===== src/rtl/reset_boot_seq.sv =====
module reset_boot_seq #(
  parameter int SYNC_STAGES = 2,
  parameter int ADDR_W      = 14,
  parameter int BOOT_HI_W   = 2
) (
  input  logic                 clk,
  input  logic                 rst_n,
  input  logic                 map_strap,
  input  logic                 bus_req,
  input  logic                 boot_done,
  input  logic [BOOT_HI_W-1:0] boot_data_hi,
  output logic                 stack_clr,
  output logic                 irq_mask_all,
  output logic                 stat_clr,
  output logic                 boot_start,
  output logic [BOOT_HI_W-1:0] boot_addr_hi,
  output logic                 core_run,
  output logic                 fetch_go,
  output logic [ADDR_W-1:0]    fetch_addr,
  output logic [1:0]           phase
);

  typedef enum logic [1:0] {PH_RESET = 2'd0, PH_WAIT = 2'd1, PH_BOOT = 2'd2, PH_RUN = 2'd3} phase_t;

  logic [SYNC_STAGES-1:0] sync_q;
  logic                   rel;
  phase_t                 cur, nxt;

  always_ff @(posedge clk or negedge rst_n)
    if (!rst_n) sync_q <= '0;
    else        sync_q <= {sync_q[SYNC_STAGES-2:0], 1'b1};

  assign rel = sync_q[SYNC_STAGES-1];

  always_comb begin
    nxt = cur;
    case (cur)
      PH_RESET, PH_WAIT:
        if (bus_req)         nxt = PH_WAIT;
        else if (!map_strap) nxt = PH_BOOT;
        else                 nxt = PH_RUN;
      PH_BOOT: if (boot_done) nxt = PH_RUN;
      default: nxt = PH_RUN;
    endcase
  end

  always_ff @(posedge clk or negedge rst_n)
    if (!rst_n) begin
      cur        <= PH_RESET;
      boot_start <= 1'b0;
      fetch_go   <= 1'b0;
    end else if (!rel) begin
      cur        <= PH_RESET;
      boot_start <= 1'b0;
      fetch_go   <= 1'b0;
    end else begin
      cur        <= nxt;
      boot_start <= (nxt == PH_BOOT) && (cur != PH_BOOT);
      fetch_go   <= (nxt == PH_RUN) && (cur != PH_RUN);
    end

  assign stack_clr    = (cur == PH_RESET);
  assign irq_mask_all = (cur == PH_RESET);
  assign stat_clr     = (cur == PH_RESET);
  assign boot_addr_hi = (cur == PH_BOOT) ? boot_data_hi : '0;
  assign core_run     = (cur == PH_RUN);
  assign fetch_addr   = '0;
  assign phase        = cur;

endmodule


===== config.mk =====
export PLATFORM = sky130hd
export DESIGN_NAME = reset_boot_seq
export DESIGN_NICKNAME = d
export VERILOG_FILES = /design/src/rtl/reset_boot_seq.sv
export SDC_FILE = /design/constraint.sdc
export NUM_CORES = 1
export LEC_CHECK = 0
export CAP_MARGIN = 15
export CORE_AREA = 2 2 39 41
export CTS_CLUSTER_DIAMETER = 50
export CTS_CLUSTER_SIZE = 24
export DETAILED_ROUTE_END_ITERATION = 6
export DIE_AREA = 0 0 41 43
export PLACE_DENSITY = 0.81
export SYNTH_ARGS = -nofsm -noshare
export SYNTH_HDL_FRONTEND = slang
export SYNTH_SLANG_ARGS = --single-unit

===== constraint.sdc =====
create_clock -name clk -period 2.8 [get_ports clk]
set_clock_uncertainty 0.15 [all_clocks]
set_input_delay 0.56 -clock clk [delete_from_list [all_inputs] [get_ports clk]]
set_output_delay 0.56 -clock clk [all_outputs]
set_load 0.02 [all_outputs]

# Yosys cells after proc, flatten, opt, wreduce, memory -nomap -nowiden
# Cells that the tools add are included.
classes:
  add_sub_neg: 0
  multipliers: 0
  div_mod_pow: 0
  n_lt_le_gt_ge: 0
  n_eq_ne: 7
  shift: 0
  mux: 8
  bitwise_logic: 0
  reduce_logical: 4
ops:
  columns: ["operator", "count"]
  rows:
  - ["2-bit == test (second input constant)", 4]
  - ["2-bit two-way mux", 4]
  - ["2-bit inequality test (second input constant)", 2]
  - ["2-bit case mux with 2 select lines", 1]
  - ["1-bit two-way mux", 3]
  - ["2-bit by 1-bit == test with 1-bit output (second input constant)", 1]
  - ["1-bit logical AND", 2]
  - ["2-bit logical NOT", 1]
  - ["2-bit OR reduction", 1]
word_totals:
  regBits: 6
  latch_bits: 0
  mem_bits_rw: 0
  rom_bits: 0
  input_bits: 7
  output_inout_bits: 24
  mem_count: 0

# Logic depth before layout (Yosys ltp)
# Gate-level depths: netlist of the first run.
logic_depth:
  word_depth: 6
  depth_mapped: 2
  ltp_nobuf: 2

# Worst setup path before layout of the first run
# Ideal clock, no wire load.
synth_path:
  path_kind: "reg-to-output"
  from: "reg cur[1] (netlist: phase[1])"
  to: "out boot_addr_hi[0]"
  t_arrival_ns: 1.173
  required_ns: 2.090
  setup_slack_ns: 0.917
  path_stages_with_launch: 3
  n_path_buf: 0
  cell_sequence: "dfrtp_1 inv_1 nor3b_1"
synth_between:
  elab_chain_len: 2
synth_lines:
  columns: ["element", "line_no", "source"]
  rows:
  - ["from (decl)", "27", "phase_t cur, nxt;"]
  - ["from (signal assigned)", "57", "cur <= nxt;"]
  - ["2-bit == test", "65", "assign boot_addr_hi = (cur == PH_BOOT) ? boot_data_hi : '0;"]
  - ["2-bit two-way mux", "65", null]
  - ["to (decl)", "16", "output logic [BOOT_HI_W-1:0] boot_addr_hi,"]
# No other way between the ends.

# Worst setup path in the final report of the first run
layout_path:
  from: "in boot_data_hi[0]"
  to: "out boot_addr_hi[0]"
layout_between:
  elab_chain_len: 1
layout_lines:
  columns: ["element", "line_no", "source"]
  rows:
  - ["from (decl)", "11", "input logic [BOOT_HI_W-1:0] boot_data_hi,"]
  - ["2-bit two-way mux", "65", null]
# No other way between the ends.

==> metrics.txt, run 1 <==
P_sw=76.0 µW; metal1 wirelength=209 µm; CTS buffer count=3; sequential power share=39.7%; largest fanout on the critical path=1; Syn Inst Count=36; I/O Buffers=16; most frequent cells in the layout=clkdlybuf4s50_1 (16), conb_1 (15), dfrtp_1 (6); Die X=41 µm; FF+latch count, synth=6; fin crit period=2520 ps; DR iter-0 viols=0; vertical die dimension=43 µm; synthesized cell area=360 µm²; Final WS setup=285 ps; number of vias in the routed layout=250; drt total wl=632 µm; H-tree Lvls=1; worst path required time=2090 ps; setup TNS=0 ps; R2R depth=2; postcts setup bufs=0; clock latency on the worst-skew pair=240 ps; number of antenna violations at the first check in global routing=0; CTS tree=yes; Setup WS pre-CTS=264 ps; GP Congestion=0.667; P_leak=0.223 nW; largest net degree at the start of global routing=9; CTS sink cnt=6; GR Overflow Total=0; vias in the first global route=197; final setup fails=0; met2 wire length=324 µm; row count=14; crit path to=boot_addr_hi[0]; DR vias/cell=3.68; crit path launch=boot_data_hi[0]; clk slew on worst S/H paths=50 ps; Startpoint Class=primary input; final slew viol count=0; Ys Warns=0; top sig layer=met3; Area Overhead vs Synth=36.5%; pwr dens=496 nW/µm²; layout cell share with drive strength beyond 1=7.69%; CTS Buffer Depth=2; Data arrival, critical path=1810 ps; sequential-to-total area share from yosys stat=41.7%; Internal Power=168 µW; global-route wire length before repair=821 µm; Clk pwr share=32.5%; Comb power frac=27.7%; total track usage=7.77%; status=finished clean; critical path endpoint category=primary output; worst min path class=reg2reg; number of remaining DRC errors=0; number of antenna diodes=0; FF-to-FF Start=phase[1]; total die area=1760 µm²; final number of hold-violating endpoints=0; reg2reg end=phase[0]; clock root buffer=clkbuf_4; CP Class=in2out; synth unique cells=14; Hold Crit Start=sync_q[0]; WHS=186 ps; DP HPWL=514 µm; period utilisation layout=89.8%; post_cts resized=0; DR WL met3=98 µm; # IOs=31; cts hold-fix bufs=0; r2r setup slk=1580 ps; Final #Nets=61; Max Freq=398 MHz; most common library cell in the layout ignoring fill and taps=clkdlybuf4s50_1; Initial Utilization=26.0%; FILL cells=147; Syn Area/Cell=10.0 µm²; RSZ-0062 raised after global routing=false; Routed WL per cell=9.29 µm; post-route ant nets=0; worst ir drop on vdd=0.000266 V; core area=1380 µm²; Sw Ratio=31.1%; max-cap viol count=0; DR pass1 iterations=1
==> synth_stat cells <==
| cell type | instances | share of area [%] |
|---|---|---|
| and2_2 | 1 | 2.1 |
| nor4b_1 | 1 | 2.4 |
| dfrtp_1 | 6 | 42 |
| o311a_1 | 1 | 2.8 |
| buf_4 | 16 | 33 |
| nor3b_1 | 2 | 4.2 |
| nand2_1 | 1 | 1.0 |
| or3_1 | 1 | 1.7 |
| inv_1 | 1 | 1.0 |
| o31ai_1 | 1 | 2.1 |
| nand4b_1 | 1 | 2.4 |
| conb_1 | 2 | 2.1 |
| a21boi_0 | 1 | 2.1 |
| nor2_1 | 1 | 1.0 |
==> how the worst min path moves through the flow <==
| stage | slack (ps) | end | cells past startpoint |
|---|---|---|---|
| finish | 190 | sync_q[1] | 0 |
| global route | 200 | sync_q[1] | 0 |
| CTS | 190 | sync_q[1] | 0 |
| detailed placement | 180 | sync_q[1] | 0 |
| global placement | 180 | sync_q[1] | 0 |
| floorplan | 110 | boot_start | 0 |
==> metrics by stage <==
step | cells | instance area, µm² | total power, mW | utilization (%)
final | 68 | 492 | 0.244 | 35.5
after global routing | 68 | 492 | 0.258 | 35.5
after CTS | 68 | 492 | 0.247 | 35.5
after detailed placement | 65 | 469 | 0.166 | 33.9
after global placement | 65 | 469 | 0.165 | 33.9
after floorplan | 49 | 409 | 0.153 | -
==> layout make-up <==
class | instances | area, µm² | share of cell area, %
multi-input cells | 26 | 135 | 27.5
inverters | 1 | 3.75 | 0.763
well taps | 16 | 20.0 | 4.07
clock buffers | 3 | 22.5 | 4.58
repair buffers | 16 | 160 | 32.6
flip-flops and latches | 6 | 150 | 30.5
==> worst max-delay path, stage by stage <==
cell             delay, ps
clkdlybuf4s50_1        440
nor3b_1                170
clkdlybuf4s50_1        630
==> sequential cells by signal, indices dropped and copies added, names as in the netlist <==
signal / cells
phase: 2
boot_start: 1
sync_q: 2
fetch_go: 1
==> power by group through the flow <==
| stage | Clock [mW] | Combinational [mW] | Sequential (mW) |
|---|---|---|---|
| after floorplan | 0 | 0.0512 | 0.102 |
| after global placement | 0 | 0.0672 | 0.0979 |
| after detailed placement | 0 | 0.0680 | 0.0982 |
| after CTS | 0.0823 | 0.0681 | 0.0970 |
| after global routing | 0.0882 | 0.0723 | 0.0974 |
| final | 0.0795 | 0.0677 | 0.0969 |
==> layer usage <==
metal | track usage [%] | vias to the layer above
li1 | - | 119
met1 | 7.52 | 115
met2 | 10.0 | 16
met3 | 9.95 | 0
met4 | 2.00 | 0
met5 | 0 | -
==> cell families (layout without fill, tap and decap cells) <==
group | count (synthesis) | count (layout) | share of synthesized area, %
AND/OR/NAND/NOR | 8 | 8 | 14.9
AO/OA/AOI/OAI | 3 | 3 | 6.95
other | 2 | 15 | 2.08
buffers and inverters | 17 | 20 | 34.4
flip-flops | 6 | 6 | 41.7
(Power assumes the default switching activity.)
==> run 2, diff against run 1 <==
==> constraint.sdc (replaced) <==
create_clock -name clk -period 2.8 [get_ports clk]
set_clock_uncertainty 0.15 [all_clocks]
set_input_delay 0.28 -clock clk [delete_from_list [all_inputs] [get_ports clk]]
set_output_delay 0.28 -clock clk [all_outputs]
set_load 0.02 [all_outputs]
==> metrics.txt, run 2 (synthesized netlist as in run 1, its figures left out) <==
setup TNS=0 ps (unchanged); DP HPWL=500 µm (-2.8%); Die X=41 µm (unchanged); GP Congestion=0.649 (-2.8%); Routed WL per cell=8.79 µm (-5.4%); total die area=1760 µm² (unchanged); DR pass1 iterations=4 (+3); CTS buffer count=3 (unchanged); number of vias in the routed layout=258 (+3.2%); drt total wl=598 µm (-5.4%); final number of hold-violating endpoints=0 (unchanged); layout cell share with drive strength beyond 1=7.69% (unchanged); Startpoint Class=flip-flop; CTS Buffer Depth=2 (unchanged); worst path required time=2370 ps (+280 ps); status=finished clean; vertical die dimension=43 µm (unchanged); CTS tree=yes; largest fanout on the critical path=8 (+7); number of antenna violations at the first check in global routing=0 (unchanged); # IOs=31 (unchanged); most frequent cells in the layout=clkdlybuf4s50_1 (16), conb_1 (15), dfrtp_1 (6); I/O Buffers=16 (unchanged); post-route ant nets=0 (unchanged); final setup fails=0 (unchanged); global-route wire length before repair=903 µm (+10%); slowest CP cell=clkdlybuf4s50_1; most common library cell in the layout ignoring fill and taps=clkdlybuf4s50_1; CP Class=reg2out; clock latency on the worst-skew pair=240 ps (about the same); number of remaining DRC errors=0 (unchanged); post_cts resized=0 (unchanged); fin crit period=2070 ps (-448 ps); critical path endpoint category=primary output; clock root buffer=clkbuf_4; RSZ-0062 raised after global routing=false; final slew viol count=0 (unchanged); postcts setup bufs=0 (unchanged); Area Overhead vs Synth=36.5% (unchanged); P_leak=0.223 nW (unchanged); worst ir drop on vdd=0.000200 V (-25%); placed cell area=469 µm² (unchanged); cts hold-fix bufs=0 (unchanged); worst min path class=in2async; largest net degree at the start of global routing=9 (unchanged); Crit path max-delay family=buffers and inverters; GR Overflow Total=0 (unchanged); period utilisation layout=73.8% (-16 points); CP cell instances=inv_1 > nor3b_1 > clkdlybuf4s50_1; pwr dens=493 nW/µm² (-0.65%); vias in the first global route=232 (+18%); FILL cells=147 (unchanged); DR vias/cell=3.79 (+3.2%); DR iter-0 viols=6 (+6); row count=14 (unchanged); Max Freq=484 MHz (+22%); Final #Nets=61 (unchanged); max-cap viol count=0 (unchanged); total track usage=8.21% (+0.44 points); Initial Utilization=26.0% (unchanged); core area=1380 µm² (unchanged); fin area=492 µm² (unchanged); H-tree Lvls=1 (unchanged); number of antenna diodes=0 (unchanged); CTS sink cnt=6 (unchanged); clk slew on worst S/H paths=40 ps (about the same); Buf+Inv Stages, Crit Path=2 (unchanged); CP max stage delay=640 ps (about the same); Data arrival, critical path=1640 ps (-170 ps)
[run 2: final timing paths]
| check | start | endpoint | slack, ps | depth (start not counted) |
|---|---|---|---|---|
| min in group clk | sync_q[0] | sync_q[1] | 200 | 0 |
| max in group asynchronous | rst_n | sync_q[0] | 2170 | 1 |
| worst max-delay path | phase[1] | boot_addr_hi[0] | 730 | 3 |
| worst min-delay path | rst_n | fetch_go | 120 | 1 |
| worst min register to register | sync_q[0] | sync_q[1] | 200 | 0 |
| worst max register to register | phase[1] | phase[0] | 1580 | 2 |
[run 2: area by class of cell]
cell class | count | area (µm²) | area share [%]
Inverter | 1 | 3.75 | 0.763
Timing Repair Buffer | 16 | 160 | 32.6
Tap cell | 16 | 20.0 | 4.07
Clock buffer | 3 | 22.5 | 4.58
Multi-Input combinational cell | 26 | 135 | 27.5
Sequential cell | 6 | 150 | 30.5
[run 2: power breakdown]
part	switching [mW]	leakage [nW]	internal, mW	total [mW]
Clock	0.0297	0.0138	0.0484	0.0781
Combinational	0.0400	0.134	0.0278	0.0677
Sequential	0.00475	0.0752	0.0919	0.0967
[run 2: metrics by stage]
step                utilization [%]  std cells  hold slack [ps]  setup WS (ps)  power [mW]
global placement               33.9         65              184            849       0.165
finish                         35.5         68              122            732       0.243
floorplan                         -         49             -166           1200       0.153
detailed placement             33.9         65              186            780       0.166
global route                   35.5         68              138            613       0.258
CTS                            35.5         68              123            696       0.248
[run 2: layer usage]
metal  track usage [%]  vias to the layer above  wire length, µm
met5                 0                        -                0
met3              6.28                        0               55
li1                  -                      121                -
met2              10.6                       14              314
met1              8.61                      123              228
met4              6.00                        0                0
